## src/rtl/bsa_pkg.sv

```systemverilog
package bsa_pkg;
    typedef enum logic [1:0] {
        ST_SEARCH = 2'd0,
        ST_SLIP   = 2'd1,
        ST_WAIT   = 2'd2,
        ST_LOCKED = 2'd3
    } bsa_state_t;
endpackage

```

## src/rtl/bsa_match.sv

```systemverilog
module bsa_match #(
    parameter int WORD_W = 8
) (
    input  logic [WORD_W-1:0] word_in,
    input  logic [WORD_W-1:0] train_word,
    output logic              hit
);
    logic [WORD_W-1:0] bit_eq;

    genvar g;
    generate
        for (g = 0; g < WORD_W; g++) begin : g_bit
            assign bit_eq[g] = ~(word_in[g] ^ train_word[g]);
        end
    endgenerate

    assign hit = &bit_eq;
endmodule

```

## src/rtl/bsa_settle.sv

```systemverilog
module bsa_settle #(
    parameter int SDR_WAIT = 2,
    parameter int DDR_WAIT = 3,
    localparam int MAX_WAIT = (SDR_WAIT > DDR_WAIT) ? SDR_WAIT : DDR_WAIT,
    localparam int CNT_W = (MAX_WAIT < 2) ? 1 : $clog2(MAX_WAIT)
) (
    input  logic clk,
    input  logic rst,
    input  logic load,
    input  logic ddr_mode,
    output logic expired
);
    localparam logic [CNT_W-1:0] SDR_LOAD = CNT_W'(SDR_WAIT - 1);
    localparam logic [CNT_W-1:0] DDR_LOAD = CNT_W'(DDR_WAIT - 1);

    logic [CNT_W-1:0] cnt_q;

    always_ff @(posedge clk) begin
        if (rst) begin
            cnt_q <= '0;
        end else if (load) begin
            cnt_q <= ddr_mode ? DDR_LOAD : SDR_LOAD;
        end else if (cnt_q != '0) begin
            cnt_q <= cnt_q - 1'b1;
        end
    end

    assign expired = (cnt_q == '0);

    // the counter is armed right after a load and never wraps.
    assert_timer_armed_R3: assert property (@(posedge clk) disable iff (rst)
        (load && (DDR_LOAD != '0) && (SDR_LOAD != '0)) |=> !expired);
    assert_no_wrap_R3: assert property (@(posedge clk) disable iff (rst)
        (expired && !load) |=> expired);
endmodule

```

## src/rtl/bsa_fsm.sv

```systemverilog
module bsa_fsm
    import bsa_pkg::*;
(
    input  logic clk,
    input  logic rst,
    input  logic hit,
    input  logic expired,
    output logic arm_timer,
    output logic slip_pulse,
    output logic lock_flag
);
    bsa_state_t st_q, st_d;

    always_comb begin
        st_d = st_q;
        unique case (st_q)
            ST_SEARCH: st_d = hit ? ST_LOCKED : ST_SLIP;
            ST_SLIP:   st_d = ST_WAIT;
            ST_WAIT:   st_d = expired ? ST_SEARCH : ST_WAIT;
            ST_LOCKED: st_d = ST_LOCKED;
            default:   st_d = ST_SEARCH;
        endcase
    end

    always_ff @(posedge clk) begin
        if (rst) st_q <= ST_SEARCH;
        else     st_q <= st_d;
    end

    always_comb begin
        slip_pulse = 1'b0;
        lock_flag  = 1'b0;
        arm_timer  = 1'b0;
        unique case (st_q)
            ST_SEARCH: ;
            ST_SLIP: begin
                slip_pulse = 1'b1;
                arm_timer  = 1'b1;
            end
            ST_WAIT:   ;
            ST_LOCKED: lock_flag = 1'b1;
            default:   ;
        endcase
    end

    assert_single_pulse_R2: assert property (@(posedge clk) disable iff (rst)
        slip_pulse |=> !slip_pulse);
    assert_settle_gap_R3: assert property (@(posedge clk) disable iff (rst)
        slip_pulse |=> !slip_pulse ##1 !slip_pulse ##1 !slip_pulse);
    assert_match_locks_R4: assert property (@(posedge clk) disable iff (rst)
        (st_q == ST_SEARCH && hit) |=> lock_flag);
    assert_miss_slips_R4: assert property (@(posedge clk) disable iff (rst)
        (st_q == ST_SEARCH && !hit) |=> slip_pulse);
    assert_lock_sticky_R5: assert property (@(posedge clk) disable iff (rst)
        lock_flag |=> lock_flag);
    assert_quiet_locked_R6: assert property (@(posedge clk) disable iff (rst)
        lock_flag |-> !slip_pulse);
endmodule

```

## src/rtl/bitslip_aligner.sv

```systemverilog
module bitslip_aligner #(
    parameter int WORD_W   = 8,
    parameter int SDR_WAIT = 2,
    parameter int DDR_WAIT = 3
) (
    input  logic              clk,
    input  logic              rst,
    input  logic              ddr_mode,
    input  logic [WORD_W-1:0] word_in,
    input  logic [WORD_W-1:0] train_word,
    output logic              slip_pulse,
    output logic              lock_flag
);
    logic hit, expired, arm_timer;

    bsa_match #(.WORD_W(WORD_W)) u_match (
        .word_in    (word_in),
        .train_word (train_word),
        .hit        (hit)
    );

    bsa_settle #(.SDR_WAIT(SDR_WAIT), .DDR_WAIT(DDR_WAIT)) u_settle (
        .clk      (clk),
        .rst      (rst),
        .load     (arm_timer),
        .ddr_mode (ddr_mode),
        .expired  (expired)
    );

    bsa_fsm u_fsm (
        .clk        (clk),
        .rst        (rst),
        .hit        (hit),
        .expired    (expired),
        .arm_timer  (arm_timer),
        .slip_pulse (slip_pulse),
        .lock_flag  (lock_flag)
    );

    // the first cycle after reset is never locked.
    assert_reset_clears_R7: assert property (@(posedge clk)
        $past(rst) |-> !lock_flag);
endmodule

```

## config.mk

```make
export PLATFORM = sky130hd
export DESIGN_NAME = bitslip_aligner
export DESIGN_NICKNAME = d
export VERILOG_FILES = /design/src/rtl/bsa_pkg.sv /design/src/rtl/bsa_match.sv /design/src/rtl/bsa_settle.sv /design/src/rtl/bsa_fsm.sv /design/src/rtl/bitslip_aligner.sv
export SDC_FILE = /design/constraint.sdc
export NUM_CORES = 1
export LEC_CHECK = 0
export CAP_MARGIN = 30
export CORE_AREA = 3 3 40 42
export CTS_CLUSTER_DIAMETER = 150
export DETAILED_ROUTE_END_ITERATION = 7
export DIE_AREA = 0 0 43 45
export DONT_BUFFER_PORTS = 1
export GPL_ROUTABILITY_DRIVEN = 0
export PLACE_DENSITY = 0.4
export SLEW_MARGIN = 20
export SYNTH_ARGS = -nofsm -noshare
export SYNTH_HDL_FRONTEND = slang
export SYNTH_HIERARCHICAL = 1
export SYNTH_SLANG_ARGS = --single-unit
```

## constraint.sdc

```tcl
create_clock -name clk -period 1.3 [get_ports clk]
set_input_delay 0.195 -clock clk [delete_from_list [all_inputs] [get_ports clk]]
set_output_delay 0.195 -clock clk [all_outputs]
set_load 0.1 [all_outputs]
```

Word-level counts from Yosys, hierarchy flattened
Index checks and enable logic that the tools add are counted.
{ "op_classes": {"n_addsub": 1, "n_eq_ne": 3, "muxes": 8, "n_bitwise": 16, "reduce_logical": 5} }
{ "ops": {"columns": ["op", "count"], "rows": [
  ["2-to-1 mux 2 bit", 5],
  ["inverter 1 bit", 8],
  ["one-hot mux 2 bit (4 select lines)", 1],
  ["AND reduction 8 bit", 1],
  ["XOR 1 bit", 8],
  ["equality test 2 bit (second input constant)", 2],
  ["zero test 2 bit", 2],
  ["nonzero test 2 bit", 2],
  ["equality test 2 x 1 -> 1 bit (second input constant)", 1],
  ["2-to-1 mux 1 bit", 2],
  ["subtractor 2 x 1 -> 2 bit (second input constant)", 1]
]} }
{ "totals": {"regBits": 4, "input_bits": 19, "word_cells": 35} }

Depth between registers and ports, before layout
Gate-level depths: netlist of run 1.
{ "depth": {"depth_word": 5, "mapped_depth": 5, "ltp_nobuf": 5} }

By module
Netlist of run 1, hierarchy kept.
{ "by_module_without_submodules": {"columns": ["module", "instances", "cells_per_inst", "area_each_um2"], "rows": [
  ["bsa_fsm", 1, 15, 143.9],
  ["bsa_settle", 1, 13, 121.4],
  ["bsa_match", 1, 11, 86.3]
]} }

Least setup slack after synthesis of run 1
No wires, ideal clock.
{ "synth_timing": {"kind": "register to register", "from": "register u_fsm.st_q[0]", "to": "register u_fsm.st_q[1]", "arrival_ps": 1543, "setup_slack_ps": -331, "path_stages_with_launch": 4, "n_path_buf": 0, "synth_period_minus_slack_ps": 1631, "path_cell_list": "dfxtp_1 > ha_1 > nor2_1 > a311oi_2"} }
{ "synth_via": {"elab_chain_cells": 2, "elab_cells_between_ends": 5, "cone_classes": "eq/ne: 3; mux: 1; reduce/logical: 1"} }
{ "synth_rtl": {"columns": ["item", "line_no", "text"], "rows": [
  ["start: declaration", "bsa_fsm.sv:12", "bsa_state_t st_q, st_d;"],
  ["start signal: assignment", "bsa_fsm.sv:27", "else st_q <= st_d;"],
  ["equality test 2 bit (tied with other cells)", "bsa_fsm.sv:16", "unique case (st_q)"],
  ["one-hot mux 2 bit (4 select lines) *", "bsa_fsm.sv:16", null]
]} }
Every way passes the cells marked *; elsewhere a longest branch is shown, timed or not.
A chain may end at the register's enable or synchronous reset.

Worst setup path after layout of run 1
{ "layout_timing": {"from": "register u_fsm.st_q[0]", "to": "output lock_flag"} }
{ "layout_via": {"elab_chain_cells": 2} }
{ "layout_rtl": {"columns": ["item", "line_no", "text"], "rows": [
  ["equality test 2 bit", "bsa_fsm.sv:34", "unique case (st_q)"],
  ["2-to-1 mux 1 bit", "bsa_fsm.sv:34", null],
  ["end: declaration", "bitslip_aligner.sv:12", "output logic lock_flag"]
]} }
No other way between the ends.

==> impl_metrics.json, run 1 <==
{
  "layout-area-overhead-vs-synth_pct": 27.8,
  "synthesis.nets": 63,
  "placement.io_buffers": 0,
  "global_route_usage_over_all_layers_pct": 7.41,
  "sequential_cell_area_um2": 80.1,
  "first_global_vias": 278,
  "power_density_nw_per_um2": 2410,
  "worstPathRequired_ps": 1110,
  "min_path_type": "input port to flip-flop",
  "detail-route-antenna-nets": 0,
  "max_cap_viol_count": 0,
  "leak_nw": 0.169,
  "worst_r2r_startpoint": "u_fsm/st_q[0]$_SDFF_PP0_",
  "internal_power_uw": 585,
  "share_comb_of_total_power_pct": 64.8,
  "number_of_max_slew_violations_in_the_final_report": 0,
  "netlist_instances": 39,
  "final_cell_mix": "sky130_fd_sc_hd__xnor2_1 (8), sky130_fd_sc_hd__inv_1 (5), sky130_fd_sc_hd__dfxtp_1 (4)",
  "synth_seq_cells": 4,
  "area_used_by_multi_input_combinational_logic_um2": 270,
  "fin_crit_ps": 1250,
  "die_footprint_um2": 1940,
  "io_pins": 21,
  "dr.first_iter.drc_count": 0,
  "avgSynthCellArea_um2": 9.02,
  "cp-end-kind": "output pin",
  "final_common_cell": "sky130_fd_sc_hd__xnor2_1",
  "cts_sinks": 4,
  "gr-total-overflow": 0,
  "clkLatencyLatePin_ps": 230,
  "fin_tns_setup_ps": 0,
  "ctsHoldBuffers": 0,
  "core_area_um2": 1280,
  "chipWidth_um": 43,
  "route.vias.total": 267,
  "ctsLongestPathBuffers": 2,
  "postRouteWirelength_um": 682,
  "post_route_cells_drive_above_1_share_pct": 22.7,
  "startpoint_type": "flip-flop",
  "fillerInstances": 134,
  "rows": 13,
  "finalCritPeriodShare_pct": 96.2,
  "finalClockSkew_ps": 3.97,
  "tritoncts": "yes",
  "tightestPinTransition_ps": 225,
  "arrival_ps": 1060,
  "unrepaired_setup_endpoints_after_global_routing": "true",
  "drcViolationCount": 0,
  "seq_area_frac_synth_pct": 22.8,
  "critical_path_start_end_classification": "flip-flop to output pin",
  "place_area_um2": 410,
  "finish.net_count": 70,
  "route.detailed.wl_per_inst_um": 11.6,
  "peakVddDrop_mv": 0.967,
  "clock_tree.htree_level_count": 1,
  "number_of_antenna_violations_at_the_first_check_in_global_routing": 0,
  "viasPerCell": 4.53,
  "critPathLaunch": "u_fsm/st_q[0]$_SDFF_PP0_",
  "post_synth_num_cell_types": 16,
  "pin_count_of_the_biggest_net_entering_global_routing": 6,
  "first_pass_iters": 1,
  "crit_fanout": 3,
  "outcome": "finished, final reports clean",
  "timing.final.setup_violations": 0,
  "switching_power_of_the_nets_uw": 497,
  "grt_first_pass_wirelength_um": 1030,
  "fin_total_pwr_mw": 1.08,
  "yosys_warnings": 6,
  "cts.clk_slew.worst_paths_ps": 40,
  "holdWs_ps": 28.7,
  "power_switching_share_pct": 45.9,
  "fin_area_um2": 449,
  "seq_power_share_pct": 20.9,
  "mappedNetlistArea_um2": 352,
  "timing.fmax_mhz": 800,
  "timing.max_slew.rel_slack_pct": 85.0,
  "cts-buffers-inserted": 3,
  "clock_tree.root_cell": "sky130_fd_sc_hd__clkbuf_4",
  "starting_density_of_the_core_pct": 27.4,
  "clkPwrFrac_pct": 14.3,
  "hold_path_startpoint": "rst",
  "finalHoldViolCount": 0,
  "die_h_um": 45,
  "post-dp-hpwl_um": 606,
  "antenna_cells": 0
}
layout make-up:
| type | instances | share of cell area [%] |
|---|---|---|
| clock buffer | 3 | 5.01 |
| inverter | 5 | 4.18 |
| multi-input combinational | 29 | 60.2 |
| sequential | 4 | 17.8 |
| tap | 15 | 4.18 |
| timing repair buffer | 3 | 8.64 |
path summary, 6_finish.rpt:
path / cells past startpoint / end / slack (ps)
max: 2 / lock_flag / 50
min: 1 / u_fsm/st_q[1]$_SDFF_PP0_ / 30
max reg2reg: 4 / u_fsm/st_q[1]$_SDFF_PP0_ / 80
min reg2reg: 2 / u_settle/cnt_q[0]$_SDFFE_PP0P_ / 580
worst max-delay path, stage by stage (launching register included):
cell and delay [ps]:
sky130_fd_sc_hd__dfxtp_1 430, sky130_fd_sc_hd__ha_4 180, sky130_fd_sc_hd__buf_6 220
logic make-up after synthesis:
logic type,after synthesis,share of synthesized area (%)
AO/OA/AOI/OAI,3,10.7
XOR/XNOR,9,22.4
adder cells (fa/ha/maj),5,17.8
buffers and inverters,6,7.47
flip-flops,4,22.8
AND/OR/NAND/NOR,12,18.9
synthesized netlist by cell type, drive strengths merged:
cell type  count  area share (%)
o32ai          1             4.6
buf            1             2.1
nand4          2             3.6
nor2b          2             3.6
xor2           1             2.5
xnor2          8              20
nand2          1             1.1
and2b          1             2.1
nor2           3             3.2
ha             5              18
inv            5             5.3
a311oi         1             4.3
nand2b         2             3.6
or2            1             1.8
dfxtp          4              23
o22ai          1             1.8
state kept, by name, summed over array words and instances (netlist names):
name / cells
u_fsm/st_q: 2
u_settle/cnt_q: 2
per-stage QoR:
step	setup slack, ps	std cells	utilization (%)
after global routing	2.72	59	35.0
final	49.9	59	35.0
after CTS	9.29	59	33.9
after detailed placement	117	56	31.9
after floorplan	142	39	-
after global placement	148	56	31.9
layer usage:
layer | routed length, um | up-vias | track usage, %
li1 | - | 136 | -
met3 | 58 | 0 | 1.59
met4 | 0 | 0 | 5.42
met5 | 0 | - | 0
met2 | 400 | 12 | 15.3
met1 | 223 | 119 | 6.02
what timing repair did:
action / CTS / global route
gates resized for setup: 1 / 2
setup buffers: 0 / 0
endpoints found under the setup margin: 1 / 2
power groups by stage:
stage	logic (mW)	clock network (mW)	registers, mW
floorplan	0.535	0	0.223
global placement	0.668	0	0.218
detailed placement	0.677	0	0.221
CTS	0.684	0.164	0.219
global route	0.769	0.167	0.233
finish	0.701	0.155	0.226
No activity file was read; power rests on OpenSTA's default activity.
==> inputs of run 2 (changes only) <==
--- a/config.mk
+++ b/config.mk
@@ -12,7 +12,7 @@
 export DIE_AREA = 0 0 43 45
 export DONT_BUFFER_PORTS = 1
 export GPL_ROUTABILITY_DRIVEN = 0
-export PLACE_DENSITY = 0.4
+export PLACE_DENSITY = 0.46
 export SLEW_MARGIN = 20
 export SYNTH_ARGS = -nofsm -noshare
 export SYNTH_HDL_FRONTEND = slang
==> constraint.sdc (replaced) <==
create_clock -name clk -period 1.57 [get_ports clk]
set_input_delay 0.2355 -clock clk [delete_from_list [all_inputs] [get_ports clk]]
set_output_delay 0.2355 -clock clk [all_outputs]
set_load 0.1 [all_outputs]
==> impl_metrics.json, run 2 (synthesis gave the netlist of run 1 again) <==
{
  "cts_sinks": 4,
  "critical_path_start_end_classification": "flip-flop to output pin",
  "post-cts-setup-buffers": 0,
  "path_delay_family": "buffers and inverters",
  "ctsHoldBuffers": 0,
  "clock_tree.htree_level_count": 1,
  "outcome": "finished, final reports clean",
  "fin_total_pwr_uw": 790,
  "first_global_vias": 288,
  "timing.max_slew.rel_slack_pct": 81.6,
  "peakVddDrop_mv": 0.827,
  "first_pass_iters": 4,
  "fin_tns_setup_ps": 0,
  "cpMaxStageDelayCell": "sky130_fd_sc_hd__dfxtp_1",
  "clkLatencyLatePin_ps": 230,
  "placement.io_buffers": 0,
  "fin_area_um2": 403,
  "post_route_cells_drive_above_1_share_pct": 18.6,
  "finish.net_count": 69,
  "cts.clk_slew.worst_paths_ps": 30,
  "die_footprint_um2": 1940,
  "rows": 13,
  "die_h_um": 45,
  "cts-resized-gates": 0,
  "postRouteWirelength_um": 650,
  "place_area_um2": 380,
  "leak_nw": 0.158,
  "finalCritPeriodShare_pct": 90.4,
  "grt_first_pass_wirelength_um": 1160,
  "post-dp-hpwl_um": 560,
  "worst_path_bufs_invs": 2,
  "slowest_delay_ps": 330,
  "viasPerCell": 4.66,
  "route.vias.total": 270,
  "layout-area-overhead-vs-synth_pct": 14.6,
  "global_route_usage_over_all_layers_pct": 8.49,
  "final_core_area_utilization_pct": 31.4,
  "chipWidth_um": 43,
  "antenna_cells": 0,
  "path_cells": "inv_1 -> ha_1 -> buf_4",
  "number_of_max_slew_violations_in_the_final_report": 0,
  "crit_fanout": 5,
  "number_of_antenna_violations_at_the_first_check_in_global_routing": 0,
  "power_density_nw_per_um2": 1960,
  "timing.final.setup_violations": 0,
  "core_area_um2": 1280,
  "drcViolationCount": 0,
  "io_pins": 21,
  "cts-buffers-inserted": 3,
  "max_cap_viol_count": 0,
  "unrepaired_setup_endpoints_after_global_routing": "false",
  "tritoncts": "yes",
  "route.detailed.wl_per_inst_um": 11.2,
  "pin_count_of_the_biggest_net_entering_global_routing": 6,
  "timing.fmax_mhz": 705,
  "startpoint_type": "flip-flop",
  "gr-total-overflow": 0,
  "min_path_type": "input port to flip-flop",
  "finalClockSkew_ps": 5.00,
  "fin_crit_ps": 1420,
  "dr.first_iter.drc_count": 6,
  "worstPathRequired_ps": 1330,
  "finalHoldViolCount": 0,
  "arrival_ps": 1180,
  "tightestPinTransition_ps": 279,
  "final_common_cell": "sky130_fd_sc_hd__xnor2_1",
  "detail-route-antenna-nets": 0,
  "ctsLongestPathBuffers": 2,
  "clock_tree.root_cell": "sky130_fd_sc_hd__clkbuf_4",
  "final_cell_mix": "sky130_fd_sc_hd__xnor2_1 (8), sky130_fd_sc_hd__inv_1 (5), sky130_fd_sc_hd__ha_1 (4), sky130_fd_sc_hd__dfxtp_1 (4)",
  "biggestRegsByFlops": "u_fsm/st_q x2, u_settle/cnt_q x2",
  "cp-end-kind": "output pin",
  "starting_density_of_the_core_pct": 27.4
}
-- run 2: cell types whose count changed in the layout (fill, tap and decap cells not counted), sizes merged --
cell  before  now
buf        3    2
-- run 2: power breakdown --
| part | internal, mW | switching [mW] | total (mW) |
|---|---|---|---|
| Sequential | 0.148 | 0.0325 | 0.181 |
| Combinational | 0.176 | 0.307 | 0.483 |
| Clock | 0.0854 | 0.0404 | 0.126 |
-- run 2: layer usage --
| layer | vias up | share of wire, % | GRT usage, % |
|---|---|---|---|
| met4 | 0 | 0 | 1.81 |
| met5 | - | 0 | 0 |
| met1 | 120 | 34 | 7.71 |
| met3 | 0 | 15 | 8.37 |
| li1 | 135 | - | - |
| met2 | 15 | 50 | 13.8 |
-- run 2: layout make-up --
class	count	area, um2
tap	15	18.8
timing repair buffer	2	15.0
sequential	4	80.1
multi-input combinational	29	248
inverter	5	18.8
clock buffer	3	22.5
fill	132	882
-- run 2: worst reg2reg max path, cell delays in order (launching register included) --
cell and delay (ps):
sky130_fd_sc_hd__dfxtp_1 370, sky130_fd_sc_hd__inv_1 80, sky130_fd_sc_hd__ha_1 230, sky130_fd_sc_hd__or2_1 260
sky130_fd_sc_hd__o32ai_2 190
-- run 2: per-stage QoR --
stage                     setup WS [ps]  instances  hold slack [ps]
after floorplan                     250         39              302
after global placement              438         55              305
after detailed placement            369         55              307
after CTS                           145         58             60.4
after global routing               72.0         58             54.2
final                               151         58             66.7
-- run 2: path summary, 6_finish.rpt --
| kind | depth (start not counted) | to | slack, ps | start |
|---|---|---|---|---|
| max reg2reg | 4 | u_settle/cnt_q[1]$_SDFFE_PP0P_ | 360 | u_fsm/st_q[1]$_SDFF_PP0_ |
| min | 1 | u_fsm/st_q[0]$_SDFF_PP0_ | 70 | rst |
| min reg2reg | 2 | u_settle/cnt_q[0]$_SDFFE_PP0P_ | 570 | u_settle/cnt_q[0]$_SDFFE_PP0P_ |
| max | 3 | slip_pulse | 150 | u_fsm/st_q[1]$_SDFF_PP0_ |
==> inputs of run 3 (changes only) <==
--- a/config.mk
+++ b/config.mk
@@ -5,14 +5,16 @@
 export SDC_FILE = /design/constraint.sdc
 export NUM_CORES = 1
 export LEC_CHECK = 0
+export ABC_AREA = 1
 export CAP_MARGIN = 30
-export CORE_AREA = 3 3 40 42
+export CORE_MARGIN = 3
+export CORE_UTILIZATION = 28
+export CTS_BUF_LIST = sky130_fd_sc_hd__clkbuf_8
 export CTS_CLUSTER_DIAMETER = 150
 export DETAILED_ROUTE_END_ITERATION = 7
-export DIE_AREA = 0 0 43 45
 export DONT_BUFFER_PORTS = 1
 export GPL_ROUTABILITY_DRIVEN = 0
-export PLACE_DENSITY = 0.46
+export PLACE_DENSITY = 0.47
 export SLEW_MARGIN = 20
 export SYNTH_ARGS = -nofsm -noshare
 export SYNTH_HDL_FRONTEND = slang
==> impl_metrics.json, run 3 <==
{
  "yosys_warnings": 6,
  "timing.fmax_mhz": 724,
  "grt_first_pass_wirelength_um": 1270,
  "critical_path_start_end_classification": "flip-flop to output pin",
  "finalClockSkew_ps": 2.59,
  "io_pins": 21,
  "rr_endpoint": "u_settle/cnt_q[1]$_SDFFE_PP0P_",
  "number_of_antenna_violations_at_the_first_check_in_global_routing": 0,
  "cts-resized-gates": 0,
  "max_cap_viol_count": 0,
  "finalHoldViolCount": 0,
  "post_synth_mux_area_share_pct": 0,
  "synth_area_leaders": "sky130_fd_sc_hd__nand2_1 (23%), sky130_fd_sc_hd__inv_1 (20%), sky130_fd_sc_hd__dfxtp_1 (19%)",
  "cts.clk_slew.worst_paths_ps": 30,
  "post_route_cells_drive_above_1_share_pct": 8.14,
  "synth_top_family_by_area": "simple AND/OR/NAND/NOR gates",
  "worst_r2r_startpoint": "u_settle/cnt_q[0]$_SDFFE_PP0P_",
  "worstPathRequired_ps": 1330,
  "dominant_synthesized_flop_cell": "sky130_fd_sc_hd__dfxtp_1",
  "seq_area_frac_synth_pct": 18.6,
  "avgSynthCellArea_um2": 5.26,
  "synth_enable_flop_cells": 0,
  "synth_top_area_share_pct": 22.6,
  "cp-end-kind": "output pin",
  "rows": 13,
  "min_path_type": "input port to flip-flop",
  "yosysMostFrequentCell": "sky130_fd_sc_hd__nand2_1",
  "clkLatencyLatePin_ps": 220,
  "postRouteWirelength_um": 791,
  "peakVddDrop_mv": 0.799,
  "unrepaired_setup_endpoints_after_global_routing": "false",
  "cts_sinks": 4,
  "place_area_um2": 458,
  "core_area_um2": 1370,
  "final_common_cell": "sky130_fd_sc_hd__nand2_1",
  "fillerInstances": 163,
  "global_route_usage_over_all_layers_pct": 8.94,
  "tightestPinTransition_ps": 280,
  "chipWidth_um": 45.3,
  "synth.cells.most_frequent": "sky130_fd_sc_hd__nand2_1 (26), sky130_fd_sc_hd__inv_1 (23), sky130_fd_sc_hd__nor2_1 (16)",
  "post-cts-setup-buffers": 0,
  "die_h_um": 45.3,
  "timing.final.setup_violations": 0,
  "power_density_nw_per_um2": 1810,
  "holdPathEnd": "u_fsm/st_q[0]$_SDFF_PP0_",
  "timing.max_slew.rel_slack_pct": 81.5,
  "synth_fa_ha_area_share_pct": 14.5,
  "number_of_max_slew_violations_in_the_final_report": 0,
  "fin_crit_ps": 1380,
  "starting_density_of_the_core_pct": 31.6,
  "finish.net_count": 112,
  "first_pass_iters": 2,
  "mappedNetlistArea_um2": 432,
  "drcViolationCount": 0,
  "hold_path_startpoint": "rst",
  "biggestRegsByFlops": "u_fsm/st_q x2, u_settle/cnt_q x2",
  "post-dp-hpwl_um": 658,
  "fin_area_um2": 499,
  "arrival_ps": 1150,
  "dr.first_iter.drc_count": 2,
  "crit_fanout": 4,
  "startpoint_type": "flip-flop",
  "route.detailed.wl_per_inst_um": 7.83,
  "finalCritPeriodShare_pct": 88.0,
  "post_synth_num_cell_types": 10,
  "post_synth_and_or_nand_nor_area_fraction_pct": 41.2,
  "fin_tns_setup_ps": 0,
  "die_footprint_um2": 2050,
  "post-synth-top-area-cell": "sky130_fd_sc_hd__nand2_1",
  "yosys.area_share.xor_xnor_pct": 0,
  "detail-route-antenna-nets": 0,
  "synth_seq_cells": 4,
  "synth_compound_area_share_pct": 3.19,
  "setup.reg_to_reg.worst_slack_ps": 520,
  "tritoncts": "yes",
  "route.vias.total": 407,
  "layout-area-overhead-vs-synth_pct": 15.7,
  "clock_tree.htree_level_count": 1,
  "synth_async_sr_flop_share_pct": 0,
  "leak_nw": 0.338,
  "gr-total-overflow": 0,
  "pin_count_of_the_biggest_net_entering_global_routing": 6,
  "final_cell_mix": "sky130_fd_sc_hd__nand2_1 (26), sky130_fd_sc_hd__inv_1 (23), sky130_fd_sc_hd__nor2_1 (16)",
  "cts-buffers-inserted": 3,
  "whs_path_depth": 1,
  "viasPerCell": 4.03,
  "netlist_instances": 82,
  "ctsHoldBuffers": 0,
  "outcome": "finished, final reports clean",
  "antenna_cells": 0,
  "ctsLongestPathBuffers": 2,
  "placement.io_buffers": 0,
  "clock_tree.root_cell": "sky130_fd_sc_hd__clkbuf_8",
  "r2r.worst_path.cells": 5,
  "synthesis.nets": 106,
  "first_global_vias": 358
}
run 3: cell count changes in the layout (fill, tap and decap cells not counted), sizes merged, moves of 2 or more:
| cell | change |
|---|---|
| nand2b | -2 |
| nor2 | +13 |
| inv | +19 |
| nand3 | +4 |
| nand4 | -2 |
| nand2 | +25 |
| xnor2 | -8 |
| nor2b | -2 |
run 3: worst max-delay path by stage:
stage                                  start                        to  slack (ps)  depth (start not counted)
finish              u_fsm/st_q[1]$_SDFF_PP0_                slip_pulse         190                          3
global route        u_fsm/st_q[1]$_SDFF_PP0_                slip_pulse         150                          3
CTS                 u_fsm/st_q[1]$_SDFF_PP0_                slip_pulse         180                          3
detailed placement  u_fsm/st_q[1]$_SDFF_PP0_                slip_pulse         420                          3
global placement    u_fsm/st_q[1]$_SDFF_PP0_                slip_pulse         440                          3
floorplan           u_fsm/st_q[0]$_SDFF_PP0_  u_fsm/st_q[1]$_SDFF_PP0_          80                          5
run 3: critical path, cell delays in order (launching register included):
cell                      delay, ps
sky130_fd_sc_hd__dfxtp_1        320
sky130_fd_sc_hd__inv_1           80
sky130_fd_sc_hd__ha_1           210
sky130_fd_sc_hd__buf_4          310
run 3: metal layers:
metal  wire (um)  vias to the layer above  global-route usage (%)
met5           0                        -                       0
met4          14                        0                    5.26
met3          78                        2                    5.18
met2         357                       14                    13.8
met1         341                      154                    9.29
li1            -                      237                       -
run 3: power by group:
part | leakage (nW) | internal [mW] | switching, mW
Clock | 0.0216 | 0.164 | 0.0552
Combinational | 0.283 | 0.160 | 0.346
Sequential | 0.0332 | 0.148 | 0.0301
Total | 0.338 | 0.471 | 0.431
run 3: cell families after synthesis:
family | Yosys count
AND/OR/NAND/NOR | 46
buffers and inverters | 25
adder cells (fa/ha/maj) | 5
flip-flops | 4
AO/OA/AOI/OAI | 2
run 3: final cells by class:
| cell class | count | area (um2) | share of cell area, % |
|---|---|---|---|
| Clock buffer | 3 | 41.3 | 8.27 |
| Multi-Input combinational cell | 53 | 254 | 50.9 |
| Inverter | 24 | 90.1 | 18.0 |
| Sequential cell | 4 | 80.1 | 16.0 |
| Tap cell | 15 | 18.8 | 3.76 |
| Timing Repair Buffer | 2 | 15.0 | 3.01 |
run 3: through the flow:
step	power [mW]	instances	worst slack (ps)	utilization, %	hold slack, ps
floorplan	0.623	82	79.0	-	302
global placement	0.688	98	439	33.5	305
CTS	0.921	101	178	36.5	73.5
detailed placement	0.688	98	417	33.5	306
finish	0.902	101	188	36.5	78.8
global route	0.983	101	154	36.5	73.9
